--- src/rtl/splitter_pkg.sv ---
package splitter_pkg;
    typedef enum logic [1:0] {
        ST_WAIT,
        ST_SHIFT,
        ST_PAD
    } cap_state_t;

    localparam int SAMPLE_BITS = 24;
    localparam int HIGH_BITS   = 16;
    localparam int SLOT_BITS   = 32;
endpackage

--- src/rtl/splitter_capture.sv ---
module splitter_capture
    import splitter_pkg::*;
#(
    parameter int SAMPLE_W = SAMPLE_BITS
) (
    input  logic                bit_clk,
    input  logic                rst,
    input  logic                word_sel,
    input  logic                ser_in,
    output logic                slot_edge,
    output logic                word_ok,
    output logic [SAMPLE_W-1:0] word
);
    localparam int BCNT_W = $clog2(SAMPLE_W + 1);

    cap_state_t          state, state_nx;
    logic                sel_q;
    logic [SAMPLE_W-1:0] sreg;
    logic [BCNT_W-1:0]   bcnt;

    assign slot_edge = word_sel ^ sel_q;

    // state register and shifter
    always_ff @(posedge bit_clk) begin
        if (rst) begin
            state <= ST_WAIT;
            sel_q <= 1'b0;
            sreg  <= '0;
            bcnt  <= '0;
        end else begin
            state <= state_nx;
            sel_q <= word_sel;
            if (slot_edge) begin
                sreg <= {{(SAMPLE_W-1){1'b0}}, ser_in};
                bcnt <= BCNT_W'(1);
            end else if (state == ST_SHIFT) begin
                sreg <= {sreg[SAMPLE_W-2:0], ser_in};
                bcnt <= bcnt + 1'b1;
            end
        end
    end

    // next state
    always_comb begin
        state_nx = state;
        unique case (state)
            ST_WAIT:  if (slot_edge) state_nx = ST_SHIFT;
            ST_SHIFT: begin
                if (slot_edge)
                    state_nx = ST_SHIFT;
                else if (bcnt == BCNT_W'(SAMPLE_W - 1))
                    state_nx = ST_PAD;
            end
            ST_PAD:   if (slot_edge) state_nx = ST_SHIFT;
            default:  state_nx = ST_WAIT;
        endcase
    end

    // outputs
    always_comb begin
        word_ok = (state == ST_PAD);
        word    = sreg;
    end

    assert_pad_full_R2: assert property (@(posedge bit_clk) disable iff (rst)
        (state == ST_PAD) |-> (bcnt == BCNT_W'(SAMPLE_W)));
endmodule

--- src/rtl/splitter_lane.sv ---
module splitter_lane #(
    parameter int FRAME_W = 16,
    parameter int SLOT_W  = 32,
    localparam int POS_W  = $clog2(SLOT_W)
) (
    input  logic               bit_clk,
    input  logic               rst,
    input  logic               slot_edge,
    input  logic               load_ok,
    input  logic [FRAME_W-1:0] frame,
    output logic               dout,
    output logic [POS_W-1:0]   pos
);
    localparam int START = SLOT_W - FRAME_W;

    logic [FRAME_W-1:0] sh;
    logic               at_end;
    logic               in_frame;

    always_comb begin
        at_end   = (pos == POS_W'(SLOT_W - 1));
        in_frame = !at_end && ((pos + 1'b1) >= POS_W'(START));
    end

    always_ff @(posedge bit_clk) begin
        if (rst) begin
            sh   <= '0;
            pos  <= '0;
            dout <= 1'b0;
        end else if (slot_edge) begin
            sh   <= load_ok ? frame : '0;
            pos  <= '0;
            dout <= 1'b0;
        end else begin
            if (!at_end) pos <= pos + 1'b1;
            if (in_frame) begin
                dout <= sh[FRAME_W-1];
                sh   <= {sh[FRAME_W-2:0], 1'b0};
            end else begin
                dout <= 1'b0;
            end
        end
    end

    assert_head_low_R5: assert property (@(posedge bit_clk) disable iff (rst)
        (pos < POS_W'(START)) |-> !dout);
endmodule

--- src/rtl/audio_word_splitter.sv ---
module audio_word_splitter
    import splitter_pkg::*;
#(
    parameter int SAMPLE_W = SAMPLE_BITS,
    parameter int HIGH_W   = HIGH_BITS,
    parameter int SLOT_W   = SLOT_BITS
) (
    input  logic bit_clk,
    input  logic rst,
    input  logic word_sel,
    input  logic ser_in,
    output logic hi_line,
    output logic lo_line
);
    localparam int LOW_W   = SAMPLE_W - HIGH_W;
    localparam int FRAME_W = HIGH_W;
    localparam int EXT_W   = FRAME_W - LOW_W;
    localparam int START   = SLOT_W - FRAME_W;
    localparam int POS_W   = $clog2(SLOT_W);
    localparam int NLANE   = 2;

    logic                slot_edge;
    logic                word_ok;
    logic [SAMPLE_W-1:0] word;
    logic                have_word;
    logic [FRAME_W-1:0]  frames    [NLANE];
    logic                lane_dout [NLANE];
    logic [POS_W-1:0]    lane_pos  [NLANE];

    splitter_capture #(.SAMPLE_W(SAMPLE_W)) u_capture (
        .bit_clk  (bit_clk),
        .rst      (rst),
        .word_sel (word_sel),
        .ser_in   (ser_in),
        .slot_edge(slot_edge),
        .word_ok  (word_ok),
        .word     (word)
    );

    // lane 0: upper bits; lane 1: sign copies then lower bits
    assign frames[0] = word[SAMPLE_W-1 -: HIGH_W];
    assign frames[1] = {{EXT_W{word[SAMPLE_W-1]}}, word[LOW_W-1:0]};

    for (genvar g = 0; g < NLANE; g++) begin : g_lane
        splitter_lane #(.FRAME_W(FRAME_W), .SLOT_W(SLOT_W)) u_lane (
            .bit_clk  (bit_clk),
            .rst      (rst),
            .slot_edge(slot_edge),
            .load_ok  (word_ok),
            .frame    (frames[g]),
            .dout     (lane_dout[g]),
            .pos      (lane_pos[g])
        );
    end

    always_ff @(posedge bit_clk) begin
        if (rst)                        have_word <= 1'b0;
        else if (slot_edge && word_ok)  have_word <= 1'b1;
    end

    assign hi_line = lane_dout[0];
    assign lo_line = lane_dout[1];

    assert_silent_until_word_R1: assert property (@(posedge bit_clk) disable iff (rst)
        !have_word |-> (!hi_line && !lo_line));

    assert_sign_match_R4: assert property (@(posedge bit_clk) disable iff (rst)
        (lane_pos[1] == POS_W'(START)) |-> (lo_line == hi_line));

    assert_sign_hold_R7: assert property (@(posedge bit_clk) disable iff (rst)
        ((lane_pos[1] > POS_W'(START)) && (lane_pos[1] < POS_W'(START + EXT_W)))
        |-> $stable(lo_line));

    assert_lanes_aligned_R6: assert property (@(posedge bit_clk) disable iff (rst)
        lane_pos[0] == lane_pos[1]);
endmodule

--- config.mk ---
export PLATFORM = sky130hd
export DESIGN_NAME = audio_word_splitter
export DESIGN_NICKNAME = d
export VERILOG_FILES = /design/src/rtl/splitter_pkg.sv /design/src/rtl/splitter_capture.sv /design/src/rtl/splitter_lane.sv /design/src/rtl/audio_word_splitter.sv
export SDC_FILE = /design/constraint.sdc
export NUM_CORES = 1
export LEC_CHECK = 0
export CORE_ASPECT_RATIO = 0.6
export CORE_MARGIN = 3
export CORE_UTILIZATION = 48
export CTS_CLUSTER_SIZE = 25
export DETAILED_ROUTE_END_ITERATION = 8
export DONT_BUFFER_PORTS = 1
export MAX_ROUTING_LAYER = met4
export PLACE_DENSITY_LB_ADDON = 0.1
export RECOVER_POWER = 100
export SYNTH_ARGS = -nofsm -noshare
export SYNTH_HDL_FRONTEND = slang
export SYNTH_SLANG_ARGS = --single-unit
--- constraint.sdc ---
create_clock -name bit_clk -period 2.25 [get_ports bit_clk]
set_input_delay 0.3375 -clock bit_clk [delete_from_list [all_inputs] [get_ports bit_clk]]
set_output_delay 0.3375 -clock bit_clk [all_outputs]
set_load 0.02 [all_outputs]
Yosys cells after proc, flatten, opt, wreduce, memory -nomap -nowiden

Cells that the tools add are included.

$add $sub $neg: 3
$lt $le $gt $ge: 2
Equal/unequal tests: 7
Muxes and demuxes: 14
Bitwise logic cells: 3
Reduce and logical (&&, ||, !) cells: 13

Operators by type and width:

| operator            | number |
|---|---|
| $mux 16             | 6 |
| $add 5x1->5 const B | 3 |
| $eq 5x5->1 const B  | 3 |
| $ge 5x5->1 const B  | 2 |
| $mux 2              | 3 |
| $reduce_bool 2->1   | 3 |
| $reduce_or 3->1     | 2 |
| $mux 1              | 4 |
| $pmux 2 s2          | 1 |
| $reduce_or 2->1     | 2 |
| $ne 3x2->1 const B  | 1 |
| $eq 2x1->1 const B  | 1 |
| $eq 2x2->1 const B  | 1 |
| $logic_and 1x1->1   | 2 |
| $logic_not 1->1     | 2 |
| $logic_not 2->1     | 1 |
| $ne 2x1->1 const B  | 1 |
| $not 1->1           | 2 |
| $reduce_and 2->1    | 1 |
| $xor 1x1->1         | 1 |

Flip-flop bits (word level): 76
Output and inout bits: 2
Logic and storage cells: 54

Longest topological paths before layout

Word-level depth: 5
Gate-level depth with buffers: 8
Gate-level depth less buffers: 6

By module

Synthesis repeated with hierarchy kept, for this count alone.

Cells, all modules: 372
Area total of the unflattened synthesis: 3439.5 um^2

By module, submodules not included:

| module           | times used | cells an instance | area each (um^2) |
|---|---|---|---|
| splitter_lane    | 2          | 115               | 1123.6 |
| splitter_capture | 1          | 142               | 1192.4 |

Worst setup path before layout

No wires, ideal clock.

Path type: reg2reg
Start point: reg g_lane[0].u_lane.pos[0]
End point: reg g_lane[0].u_lane.sh[10]
Library setup time: 0.139 ns
Data arrival time: 1.796 ns
Path slack: 0.315 ns
Stages on the path, launching flop included: 9
Cells stage by stage: dfxtp_1 -> ha_1 -> and3_1 -> ha_1 -> buf_2 -> buf_2 -> mux2_2 -> nand2_1 -> a21oi_2

Word-level cells in the longest chain between the ends: 4

RTL lines:

| element                                       | RTL line                                 | text |
|---|---|---|
| from (decl)                                   | splitter_lane.sv:12                      | `output logic [POS_W-1:0] pos` |
| from (signal assigned)                        | splitter_lane.sv:35                      | `if (!at_end) pos <= pos + 1'b1;` |
| $add 5x1->5 or $eq 5x5->1 (tied branches)     | splitter_lane.sv:22, splitter_lane.sv:21 |  |
| $ge 5x5->1 or $logic_not 1->1 (tied branches) | splitter_lane.sv:22                      | `in_frame = !at_end && ((pos + 1'b1) >= POS_W'(START));` |
| $logic_and 1x1->1 *                           | splitter_lane.sv:22                      |  |
| $reduce_bool 2->1 (no line) *                 | -                                        |  |
| to (signal assigned)                          | splitter_lane.sv:31                      | `sh <= load_ok ? frame : '0;` |
| to (signal assigned)                          | splitter_lane.sv:38                      | `sh <= {sh[FRAME_W-2:0], 1'b0};` |
| to (decl)                                     | splitter_lane.sv:16                      | `logic [FRAME_W-1:0] sh;` |

Every way passes the cells marked *; elsewhere a longest branch is shown, timed or not.
A chain may end at the register's enable or synchronous reset.

Final worst setup path

Start point: reg g_lane[1].u_lane.pos[0]
End point: reg g_lane[1].u_lane.sh[6]

Word-level cells in the longest chain between the ends: 4

RTL lines:

| element                                       | RTL line |
|---|---|
| from (decl)                                   | splitter_lane.sv:12 |
| from (signal assigned)                        | splitter_lane.sv:35 |
| $add 5x1->5 or $eq 5x5->1 (tied branches)     | splitter_lane.sv:22, splitter_lane.sv:21 |
| $ge 5x5->1 or $logic_not 1->1 (tied branches) | splitter_lane.sv:22 |
| $logic_and 1x1->1 *                           | splitter_lane.sv:22 |
| $reduce_bool 2->1 (no line) *                 | - |
| to (signal assigned)                          | splitter_lane.sv:31 |
| to (signal assigned)                          | splitter_lane.sv:38 |
| to (decl)                                     | splitter_lane.sv:16 |

Marks and branches as above.

==> run metrics <==
Setup crit end kind register; CORE AREA between 6000 and 7000 sq um; top cell type's share of synthesized area 0.487; Clk Latency, worst-skew pair ~0.36 ns; unrepaired setup endpoints after global routing no; DRC viols 0; Post-Syn Area per Cell about 9.3 sq um; max-cap violation count 0; Ports 6; diodes inserted 0; Yosys warning total 0; top cell type by total area after synthesis dfxtp_1; Setup Buffers After CTS 0; final WL approximately 5.8 mm; Root Driver clkbuf_8; Placed Cells 404; R2R Path Start g_lane[1].u_lane.pos[0]$_SDFFE_PP0P_; Synth Register Bits 76; pin count of the biggest net entering global routing 33; Post-synth EDFFs 0; Starting DRT DRC Count 107; Critical Path RT ~2.5 ns; filler cell count around 570; CTS tree built; net count after synthesis 343; async set-reset flop share out of synthesis 0; LEAKAGE 0.00112 uW; Mapped Cells roughly 330; vias about 2,200; htree depth 3; number of antenna violations at the first check in global routing 0; Synth Cell Area 3120 sq um; row count 22; Setup crit start g_lane[1].u_lane.pos[0]$_SDFFE_PP0P_; Slew Limit Fails 0; Setup CP Type register to register; Pre-antenna DRT Iters 4; Tot Pwr between 2000 and 3000 uW; PD cells 792 nW/um^2; Area Growth Syn to Fin 7.86%; Post-CTS Resized 0; max frequency between 0.5 and 0.6 GHz; CTS buffer count 9; Clock Pin Slew Worst Setup and Hold Paths approximately 0.08 ns; setup violators final 0; cts hold-fix bufs 0; DIE HEIGHT a little under 70 um; Final Hold Fails 0; synth cell count leaders dfxtp_1 (76), nand2_1 (64), a21oi_1 (45); post-synthesis cell type count 32; Synth area leaders dfxtp_1 (49%), nand2_1 (7.7%), a21oi_1 (7.2%); final worst-path cycle share 0.859; status complete, no violations; initial core utilization 0.504; Design Area, Final around 3400 sq um; Worst Tran Pin Value between 0.6 and 0.7 ns; Max-slew headroom 0.573; worst hold start rst; Nets 340; deepest clock path buffer count 2; Most used DFF post-synth dfxtp_1; Final HPWL DP ~3.7 mm; fin crit period around 1.9 ns; Buffers on Ports 0; first-pass GRT wire length between 9 and 10 mm; setup total negative slack 0 ns; CP Max Fanout 18; area of the multi-input gates approximately 1500 sq um; sequential fraction of the synthesis area 0.487; Hold Crit Class primary input to register; Die ar. between 7000 and 8000 sq um; layout cells sized above 1 0.152; Finished Core Util 0.544; Startpoint Class register; vias in the first global route 1,979; Placement Cell Area around 3200 sq um; gr ovfl total 0; Die Width 110 um; DRT antenna net count 0; clock sinks 76; maximum VDD drop 511 uV; RD Place Congestion about 0.76; crit path DAT 2.16 ns; register area roughly 1500 sq um; DR WL/cell ~14 um; mean number of vias per cell just over 5; global-route usage over all layers 0.178; most frequent cell after synthesis dfxtp_1; final non-filler cell total 420; worst setup skew after layout around 0.0065 ns
==> area by class of cell <==
type / count / share of cell area
Clock buffer: 11 / 0.0420
Clock inverter: 5 / 0.0223
Inverter: 1 / 0.00111
Multi-Input combinational cell: 233 / 0.432
Sequential cell: 76 / 0.452
Tap cell: 84 / 0.0312
Timing Repair Buffer: 10 / 0.0197
==> report_power, final <==
part,internal (uW),switching (uW)
registers,1370,19.8
logic,41.8,99.4
clock network,649,486
total,2060,605
==> per-layer routing <==
layer | wire length [um] | track usage
met5 | 0 | -
met4 | 79 | 0.0691
met3 | 274 | 0.0707
met2 | 2240 | 0.240
met1 | 3180 | 0.238
==> flip-flops by register name, summed over array words and instances (netlist names) <==
name	count
g_lane.u_lane.dout	2
g_lane.u_lane.sh	32
u_capture.state	2
g_lane.u_lane.pos	10
u_capture.sel_q	1
u_capture.bcnt	5
u_capture.word	24
==> per-stage QoR <==
step | hold WS (ns) | worst slack, ns
final | 0.0355 | 0.317
after global routing | 0.00615 | 0.179
after CTS | 0.0130 | 0.421
after detailed placement | 0.406 | 0.439
after global placement | 0.406 | 0.458
after floorplan | 0.409 | 0.315
==> kinds of logic after synthesis <==
group,Yosys count,share of synthesized area
xor+xnor,10,0.0329
compound gates,67,0.129
flops,76,0.487
fa+ha+maj,5,0.0200
simple gates,117,0.172
buf+inv,25,0.0441
mux,34,0.115
==> critical path, cell delays in order, from the launching register on <==
cell	delay, ns
dfxtp_1	0.35
ha_1	0.22
and3_1	0.19
ha_1	0.27
clkbuf_2	0.44
mux2i_1	0.25
o2bb2ai_1	0.08
==> cell usage in the layout (no fill, tap or decap) <==
| cell | instances |
|---|---|
| a21o_1 | 1 |
| a21oi_1 | 46 |
| a21oi_2 | 9 |
| and2_1 | 1 |
| and3_1 | 2 |
| and4b_1 | 1 |
| buf_4 | 7 |
| bufinv_16 | 2 |
| clkbuf_1 | 2 |
| clkbuf_2 | 2 |
| clkbuf_8 | 10 |
| clkinv_2 | 3 |
| dfxtp_1 | 76 |
| ha_1 | 5 |
| inv_1 | 1 |
| mux2_2 | 14 |
| mux2i_1 | 20 |
| nand2_1 | 64 |
| nand2b_1 | 2 |
| nand3_1 | 18 |
| nand3_2 | 1 |
| nand3b_1 | 4 |
| nand4b_1 | 2 |
| nor2_1 | 14 |
| nor2b_1 | 4 |
| nor2b_2 | 1 |
| nor3b_2 | 1 |
| o21ai_0 | 3 |
| o21ai_1 | 1 |
| o2bb2ai_1 | 7 |
| or3_1 | 2 |
| xnor2_1 | 4 |
| xor2_1 | 5 |
| xor2_2 | 1 |
==> worst paths after layout <==
| check | to | slack (ns) | cells past startpoint |
|---|---|---|---|
| setup / recovery | g_lane[1].u_lane.sh[6]$_SDFFE_PP0P_ | 0.32 | 6 |
| setup reg to reg | g_lane[1].u_lane.sh[6]$_SDFFE_PP0P_ | 0.32 | 6 |
| hold / removal | g_lane[0].u_lane.sh[14]$_SDFFE_PP0P_ | 0.04 | 1 |
| hold reg to reg | g_lane[0].u_lane.dout$_SDFF_PP0_ | 0.44 | 2 |
(Power assumes the default switching activity.)
